===== config.mk =====
export PLATFORM = sky130hd
export DESIGN_NAME = fmap_redirect
export DESIGN_NICKNAME = d
export VERILOG_FILES = /design/src/rtl/fmr_pkg.sv /design/src/rtl/fmr_map.sv /design/src/rtl/fmr_seq.sv /design/src/rtl/fmap_redirect.sv
export SDC_FILE = /design/constraint.sdc
export NUM_CORES = 1
export LEC_CHECK = 0
export BUFFER_PORTS_ARGS = -buffer_cell sky130_fd_sc_hd__buf_2
export CAP_MARGIN = 10
export CORE_MARGIN = 8
export CORE_UTILIZATION = 39
export DETAILED_ROUTE_END_ITERATION = 6
export PLACE_DENSITY = 0.54
export SETUP_SLACK_MARGIN = 0.05
export SYNTH_ARGS = -nofsm -noshare
export SYNTH_HDL_FRONTEND = slang
export SYNTH_SLANG_ARGS = --single-unit

===== constraint.sdc =====
create_clock -name clk -period 2.84 [get_ports clk]
set_input_delay 0.568 -clock clk [delete_from_list [all_inputs] [get_ports clk]]
set_output_delay 0.568 -clock clk [all_outputs]
set_load 0.02 [all_outputs]

===== src/rtl/fmr_pkg.sv =====
package fmr_pkg;

  localparam logic [1:0] FC_CLEAN  = 2'b00;
  localparam logic [1:0] FC_SINGLE = 2'b01;
  localparam logic [1:0] FC_MULTI  = 2'b10;
  localparam logic [1:0] FC_RSVD   = 2'b11;

  typedef enum logic [1:0] {
    S_IDLE = 2'b00,
    S_PRI  = 2'b01,
    S_REP  = 2'b10
  } seq_e;

  // retired words (multi-bit or reserved code) live only in their replica
  function automatic logic is_retired(input logic [1:0] c);
    return c[1];
  endfunction

  // single-bit words are served from primary and mirrored to replica
  function automatic logic is_mirrored(input logic [1:0] c);
    return c == FC_SINGLE;
  endfunction

endpackage


===== src/rtl/fmr_map.sv =====
module fmr_map #(
  parameter int AW = 6,
  parameter int RW = 4
) (
  input  logic          clk,
  input  logic          rst_n,
  input  logic          test_mode,
  input  logic          cfg_we,
  input  logic [AW-1:0] cfg_idx,
  input  logic [1:0]    cfg_class,
  input  logic [RW-1:0] cfg_rep,
  input  logic [AW-1:0] rd_idx,
  output logic [1:0]    rd_class,
  output logic [RW-1:0] rd_rep
);
  localparam int NW = 1 << AW;

  logic          wr_fire;
  logic [1:0]    cls_w [NW];
  logic [RW-1:0] rep_w [NW];

  assign wr_fire = cfg_we && test_mode;

  for (genvar i = 0; i < NW; i++) begin : g_ent
    logic [1:0]    c_q;
    logic [RW-1:0] r_q;
    always_ff @(posedge clk or negedge rst_n) begin
      if (!rst_n) begin
        c_q <= fmr_pkg::FC_CLEAN;
        r_q <= '0;
      end else if (wr_fire && cfg_idx == AW'(i)) begin
        c_q <= cfg_class;
        r_q <= cfg_rep;
      end
    end
    assign cls_w[i] = c_q;
    assign rep_w[i] = r_q;
  end

  assign rd_class = cls_w[rd_idx];
  assign rd_rep   = rep_w[rd_idx];

  // an entry read back at a fixed index only changes after a gated write
  assert_cfg_gated_R2: assert property (@(posedge clk) disable iff (!rst_n)
    ($past(rd_idx) == rd_idx) && !$past(test_mode) |-> $stable(rd_class) && $stable(rd_rep));

endmodule


===== src/rtl/fmr_seq.sv =====
module fmr_seq
  import fmr_pkg::*;
#(
  parameter int AW = 6,
  parameter int RW = 4,
  parameter int DW = 64
) (
  input  logic          clk,
  input  logic          rst_n,
  input  logic          test_mode,
  input  logic          req_valid,
  output logic          req_ready,
  input  logic          req_write,
  input  logic [AW-1:0] req_addr,
  input  logic [DW-1:0] req_wdata,
  input  logic [1:0]    lk_class,
  input  logic [RW-1:0] lk_rep,
  output logic          rsp_valid,
  output logic [DW-1:0] rsp_rdata,
  output logic          rsp_err,
  output logic          mem_valid,
  output logic          mem_write,
  output logic [AW:0]   mem_addr,
  output logic [DW-1:0] mem_wdata,
  input  logic          mem_done,
  input  logic [DW-1:0] mem_rdata,
  input  logic          mem_ue
);

  function automatic logic [AW:0] pri_addr(input logic [AW-1:0] a);
    return {1'b0, a};
  endfunction

  function automatic logic [AW:0] rep_addr(input logic [RW-1:0] r);
    logic [AW:0] t;
    t = '0;
    t[RW-1:0] = r;
    t[AW] = 1'b1;
    return t;
  endfunction

  seq_e          state;
  logic          op_write;
  logic [AW-1:0] op_addr;
  logic [DW-1:0] op_wdata;
  logic [1:0]    op_class;
  logic [RW-1:0] op_rep;

  // named internal events
  logic accept;
  logic go_rep;
  logic finish;

  assign req_ready = (state == S_IDLE) && !test_mode;
  assign accept    = req_valid && req_ready;
  assign go_rep    = (state == S_PRI) && mem_done && is_mirrored(op_class)
                     && (op_write || mem_ue);
  assign finish    = mem_done && ((state == S_PRI && !go_rep) || state == S_REP);

  assign mem_valid = (state != S_IDLE);
  assign mem_write = op_write;
  assign mem_wdata = op_wdata;
  assign mem_addr  = (state == S_REP) ? rep_addr(op_rep) : pri_addr(op_addr);

  always_ff @(posedge clk or negedge rst_n) begin
    if (!rst_n) begin
      state     <= S_IDLE;
      op_write  <= 1'b0;
      op_addr   <= '0;
      op_wdata  <= '0;
      op_class  <= FC_CLEAN;
      op_rep    <= '0;
      rsp_valid <= 1'b0;
      rsp_rdata <= '0;
      rsp_err   <= 1'b0;
    end else begin
      rsp_valid <= 1'b0;
      case (state)
        S_IDLE: if (accept) begin
          op_write <= req_write;
          op_addr  <= req_addr;
          op_wdata <= req_wdata;
          op_class <= lk_class;
          op_rep   <= lk_rep;
          state    <= is_retired(lk_class) ? S_REP : S_PRI;
        end
        S_PRI: if (go_rep) state <= S_REP;
               else if (finish) state <= S_IDLE;
        S_REP: if (finish) state <= S_IDLE;
        default: state <= S_IDLE;
      endcase
      if (finish) begin
        rsp_valid <= 1'b1;
        rsp_rdata <= op_write ? '0 : mem_rdata;
        rsp_err   <= !op_write && mem_ue;
      end
    end
  end

  assert_no_start_in_test_R3: assert property (@(posedge clk) disable iff (!rst_n)
    $rose(mem_valid) |-> !$past(test_mode));

  assert_clean_primary_R4: assert property (@(posedge clk) disable iff (!rst_n)
    mem_valid && op_class == FC_CLEAN |-> !mem_addr[AW]);

  assert_mirror_ack_R5: assert property (@(posedge clk) disable iff (!rst_n)
    mem_done && mem_write && !mem_addr[AW] && op_class == FC_SINGLE
    |=> mem_valid && mem_addr[AW] && !rsp_valid);

  assert_ue_retry_R6: assert property (@(posedge clk) disable iff (!rst_n)
    mem_done && !mem_write && !mem_addr[AW] && op_class == FC_SINGLE && mem_ue
    |=> mem_valid && mem_addr[AW] && !rsp_valid);

  assert_retired_replica_R7: assert property (@(posedge clk) disable iff (!rst_n)
    mem_valid && op_class[1] |-> mem_addr[AW]);

  assert_hold_req_R9: assert property (@(posedge clk) disable iff (!rst_n)
    mem_valid && !mem_done |=> mem_valid && $stable(mem_addr)
    && $stable(mem_write) && $stable(mem_wdata));

  assert_rsp_pulse_R9: assert property (@(posedge clk) disable iff (!rst_n)
    rsp_valid |=> !rsp_valid);

endmodule


===== src/rtl/fmap_redirect.sv =====
module fmap_redirect #(
  parameter int AW = 6,
  parameter int RW = 4,
  parameter int DW = 64
) (
  input  logic          clk,
  input  logic          rst_n,
  input  logic          test_mode,
  input  logic          cfg_we,
  input  logic [AW-1:0] cfg_idx,
  input  logic [1:0]    cfg_class,
  input  logic [RW-1:0] cfg_rep,
  input  logic          req_valid,
  output logic          req_ready,
  input  logic          req_write,
  input  logic [AW-1:0] req_addr,
  input  logic [DW-1:0] req_wdata,
  output logic          rsp_valid,
  output logic [DW-1:0] rsp_rdata,
  output logic          rsp_err,
  output logic          mem_valid,
  output logic          mem_write,
  output logic [AW:0]   mem_addr,
  output logic [DW-1:0] mem_wdata,
  input  logic          mem_done,
  input  logic [DW-1:0] mem_rdata,
  input  logic          mem_ue
);

  logic [1:0]    lk_class;
  logic [RW-1:0] lk_rep;

  fmr_map #(.AW(AW), .RW(RW)) u_map (
    .clk       (clk),
    .rst_n     (rst_n),
    .test_mode (test_mode),
    .cfg_we    (cfg_we),
    .cfg_idx   (cfg_idx),
    .cfg_class (cfg_class),
    .cfg_rep   (cfg_rep),
    .rd_idx    (req_addr),
    .rd_class  (lk_class),
    .rd_rep    (lk_rep)
  );

  fmr_seq #(.AW(AW), .RW(RW), .DW(DW)) u_seq (
    .clk       (clk),
    .rst_n     (rst_n),
    .test_mode (test_mode),
    .req_valid (req_valid),
    .req_ready (req_ready),
    .req_write (req_write),
    .req_addr  (req_addr),
    .req_wdata (req_wdata),
    .lk_class  (lk_class),
    .lk_rep    (lk_rep),
    .rsp_valid (rsp_valid),
    .rsp_rdata (rsp_rdata),
    .rsp_err   (rsp_err),
    .mem_valid (mem_valid),
    .mem_write (mem_write),
    .mem_addr  (mem_addr),
    .mem_wdata (mem_wdata),
    .mem_done  (mem_done),
    .mem_rdata (mem_rdata),
    .mem_ue    (mem_ue)
  );

endmodule


==> metrics.txt <==
IO Port Bufs 293; Worst-Margin Slew 828 ps; syn_area_per_cell 13.6 um2; drt wl/cell 23.1 um; Detailed Routing Iterations Pass 1 5; PnR worst setup slack 289 ps; register bit total from synthesis 529; predominant post-synthesis flop cell dfrtp_1; most frequent cells in the layout dfrtp_1, mux2_2, nand2_1; status completed; cell row count 89; Hold WS 150 ps; sequential-to-total area share from yosys stat 56.8%; Post-synth ARST share 100%; sum of buffers and inverters on the critical path 2; commonest non-fill, non-tap cell in the layout dfrtp_1; # fillers 5270; GR Util All Layers 19.4%; chip height 261 um; post-CTS setup buffer count 0; Global Route met3 Usage 5.09%; Yosys cell types 32; final hold viol count 0; setup tns final 0 ps; Die ar. 67900 um2; Clock transition at path regs 60 ps; Setup Skew 24.1 ps; WS Path Type reg -> out; busiest metal layer after global routing met2; clk buf depth 3; Worst Path Max Fanout 8; Ys Warns 0; initial antenna violation count 8; crit start category register; CP Data Required Time 2270 ps; Worst Path Arrival 1980 ps; Max Cap Viol 0; EDFF count, synth 0; antenna viol nets, final 0; fin nets 2198; Worst setup EP type primary output; CP Cell Sequence inv_1 > nor2_2 > mux2_2 > buf_2; Initial DRC Count 1031; CP delay by family, top multiplexers; Tmin final 2550 ps; CP max stage cell mux2_2; # IOs 294; hpwl dp 46900 um; maximum VDD drop 0.000562 V; final wirelength 66300 um; Max-slew headroom 44.8%; H-tree levels 2; Syn-to-layout area delta 20.7%; core box area 59000 um2; clk sinks 529; met2 Use GR 30.5%; GR Overflow Total 0; Die Wd 261 um; number of global-route vias before repair 15700; drt drc 0; Leak 14.0 nW; Critical Path Max Stage Delay 390 ps; Core Util, Final 47.7%; total power 20.1 mW; CTS buffer count 58; Root Buffer clkbuf_16; initial core utilization 39.5%; routed vias/inst 5.24; crit share post-route 89.8%; grt met1 use 26.8%; share of layout cells above drive strength 1 47.4%; largest net degree at the start of global routing 78; Final setup viols 0; GPL Wtd Cong 0.829; Synth Cell Area 23300 um2; Syn Nets 1866; Pwr Density 715 nW/um2; dpl ws -33.8 ps; first-pass GRT wire length 101000 um; Cells after Synth 1712; via count 15000; f_max 392 MHz; Max Transition Viols Final 0; Skew-Pair Late Insertion Delay 610 ps; HP Class in -> reg; RSZ-0062 raised after global routing no; TritonCTS clock tree yes
-- cell usage after synthesis (2+ instances only) --
library cell	number	area (um2)
nand4_1	2	12.5
mux2i_1	12	120
nand2b_1	72	450
buf_6	4	45.0
nor2b_1	3	18.8
mux4_2	118	2660
or2_2	5	31.3
inv_1	5	18.8
clkbuf_1	86	323
a211o_1	4	35.0
o21ai_0	70	350
nor2_1	35	131
buf_1	11	41.3
nand2_1	328	1230
mux2_2	390	4390
dfrtp_1	529	13200
buf_4	2	15.0
nor3_1	13	65.1
buf_2	10	50.1
-- registers in the layout, summed over array words and instances, names as in the netlist --
name             cells
u_map.g_ent.c_q    128
u_map.g_ent.r_q    256
u_seq.mem_wdata     64
u_seq.mem_write      1
u_seq.op_addr        6
u_seq.op_class       2
u_seq.op_rep         4
u_seq.rsp_err        1
u_seq.rsp_rdata     64
u_seq.rsp_valid      1
u_seq.state          2
-- layout make-up --
class	count	area, um2	share of cell area [%]
flip-flops and latches	529	13200	47.1
diodes	3	7.51	0.0267
clock buffers	88	1720	6.10
inverters	6	22.5	0.0800
multi-input cells	1064	9600	34.1
clock inverters	17	166	0.591
repair buffers	385	2420	8.59
well taps	773	967	3.44
-- power breakdown --
group	total [mW]	switching [mW]	internal, mW
registers	9.08	0.547	8.53
logic	3.60	2.11	1.49
clock network	7.42	3.02	4.41
total	20.1	5.67	14.4
-- cell families (layout without fill, tap and decap cells) --
kind of cell / after synthesis / count (layout) / share of synthesized area [%]
other: 0 / 3 / 0
muxes: 520 / 520 / 30.7
AOI/OAI and AO/OA: 82 / 82 / 1.93
and+or+nand+nor: 462 / 462 / 8.42
buffers and inverters: 119 / 496 / 2.13
DFF: 529 / 529 / 56.8
-- worst reg2reg max path: stages, from the launching register on --
cell and delay, ps:
dfrtp_1 380, mux4_2 480, mux4_2 510, nand2b_1 280, a2bb2oi_1 360, o21ai_0 120
-- path summary, 6_finish.rpt --
kind	start	endpoint	slack [ps]	cells past startpoint
min reg2reg	u_seq.op_addr[5]	u_seq.op_addr[5]	470	2
max in group asynchronous	rst_n	u_map.g_ent[58].r_q[2]	1470	3
min	req_wdata[19]	u_seq.mem_wdata[19]	150	3
max	u_seq.state[1]	mem_addr[1]	290	4
min in group asynchronous	rst_n	u_map.g_ent[1].r_q[1]	520	2
max reg2reg	u_map.g_ent[63].c_q[1]	u_seq.state[1]	580	5
-- metrics by stage --
stage,cells,instance area [um2]
floorplan,1712,23300
global placement,2756,26200
detailed placement,2756,26200
CTS,2862,28100
global route,2863,28100
finish,2865,28100
-- layer usage --
metal | wire (um) | vias up | part of all wire (%)
met5 | 30 | - | 0.045
met4 | 1330 | 6 | 2.0
met3 | 4990 | 97 | 7.5
met2 | 30400 | 433 | 46
met1 | 29600 | 7784 | 45
li1 | - | 6691 | -
-- timing repair --
action / in CTS / in global routing
hold buffers: 1 / 0
gates resized for setup: 0 / 1
setup endpoints to repair: 0 / 4
hold endpoints to repair: 47 / 0
No activity file was read; power rests on OpenSTA's default activity.
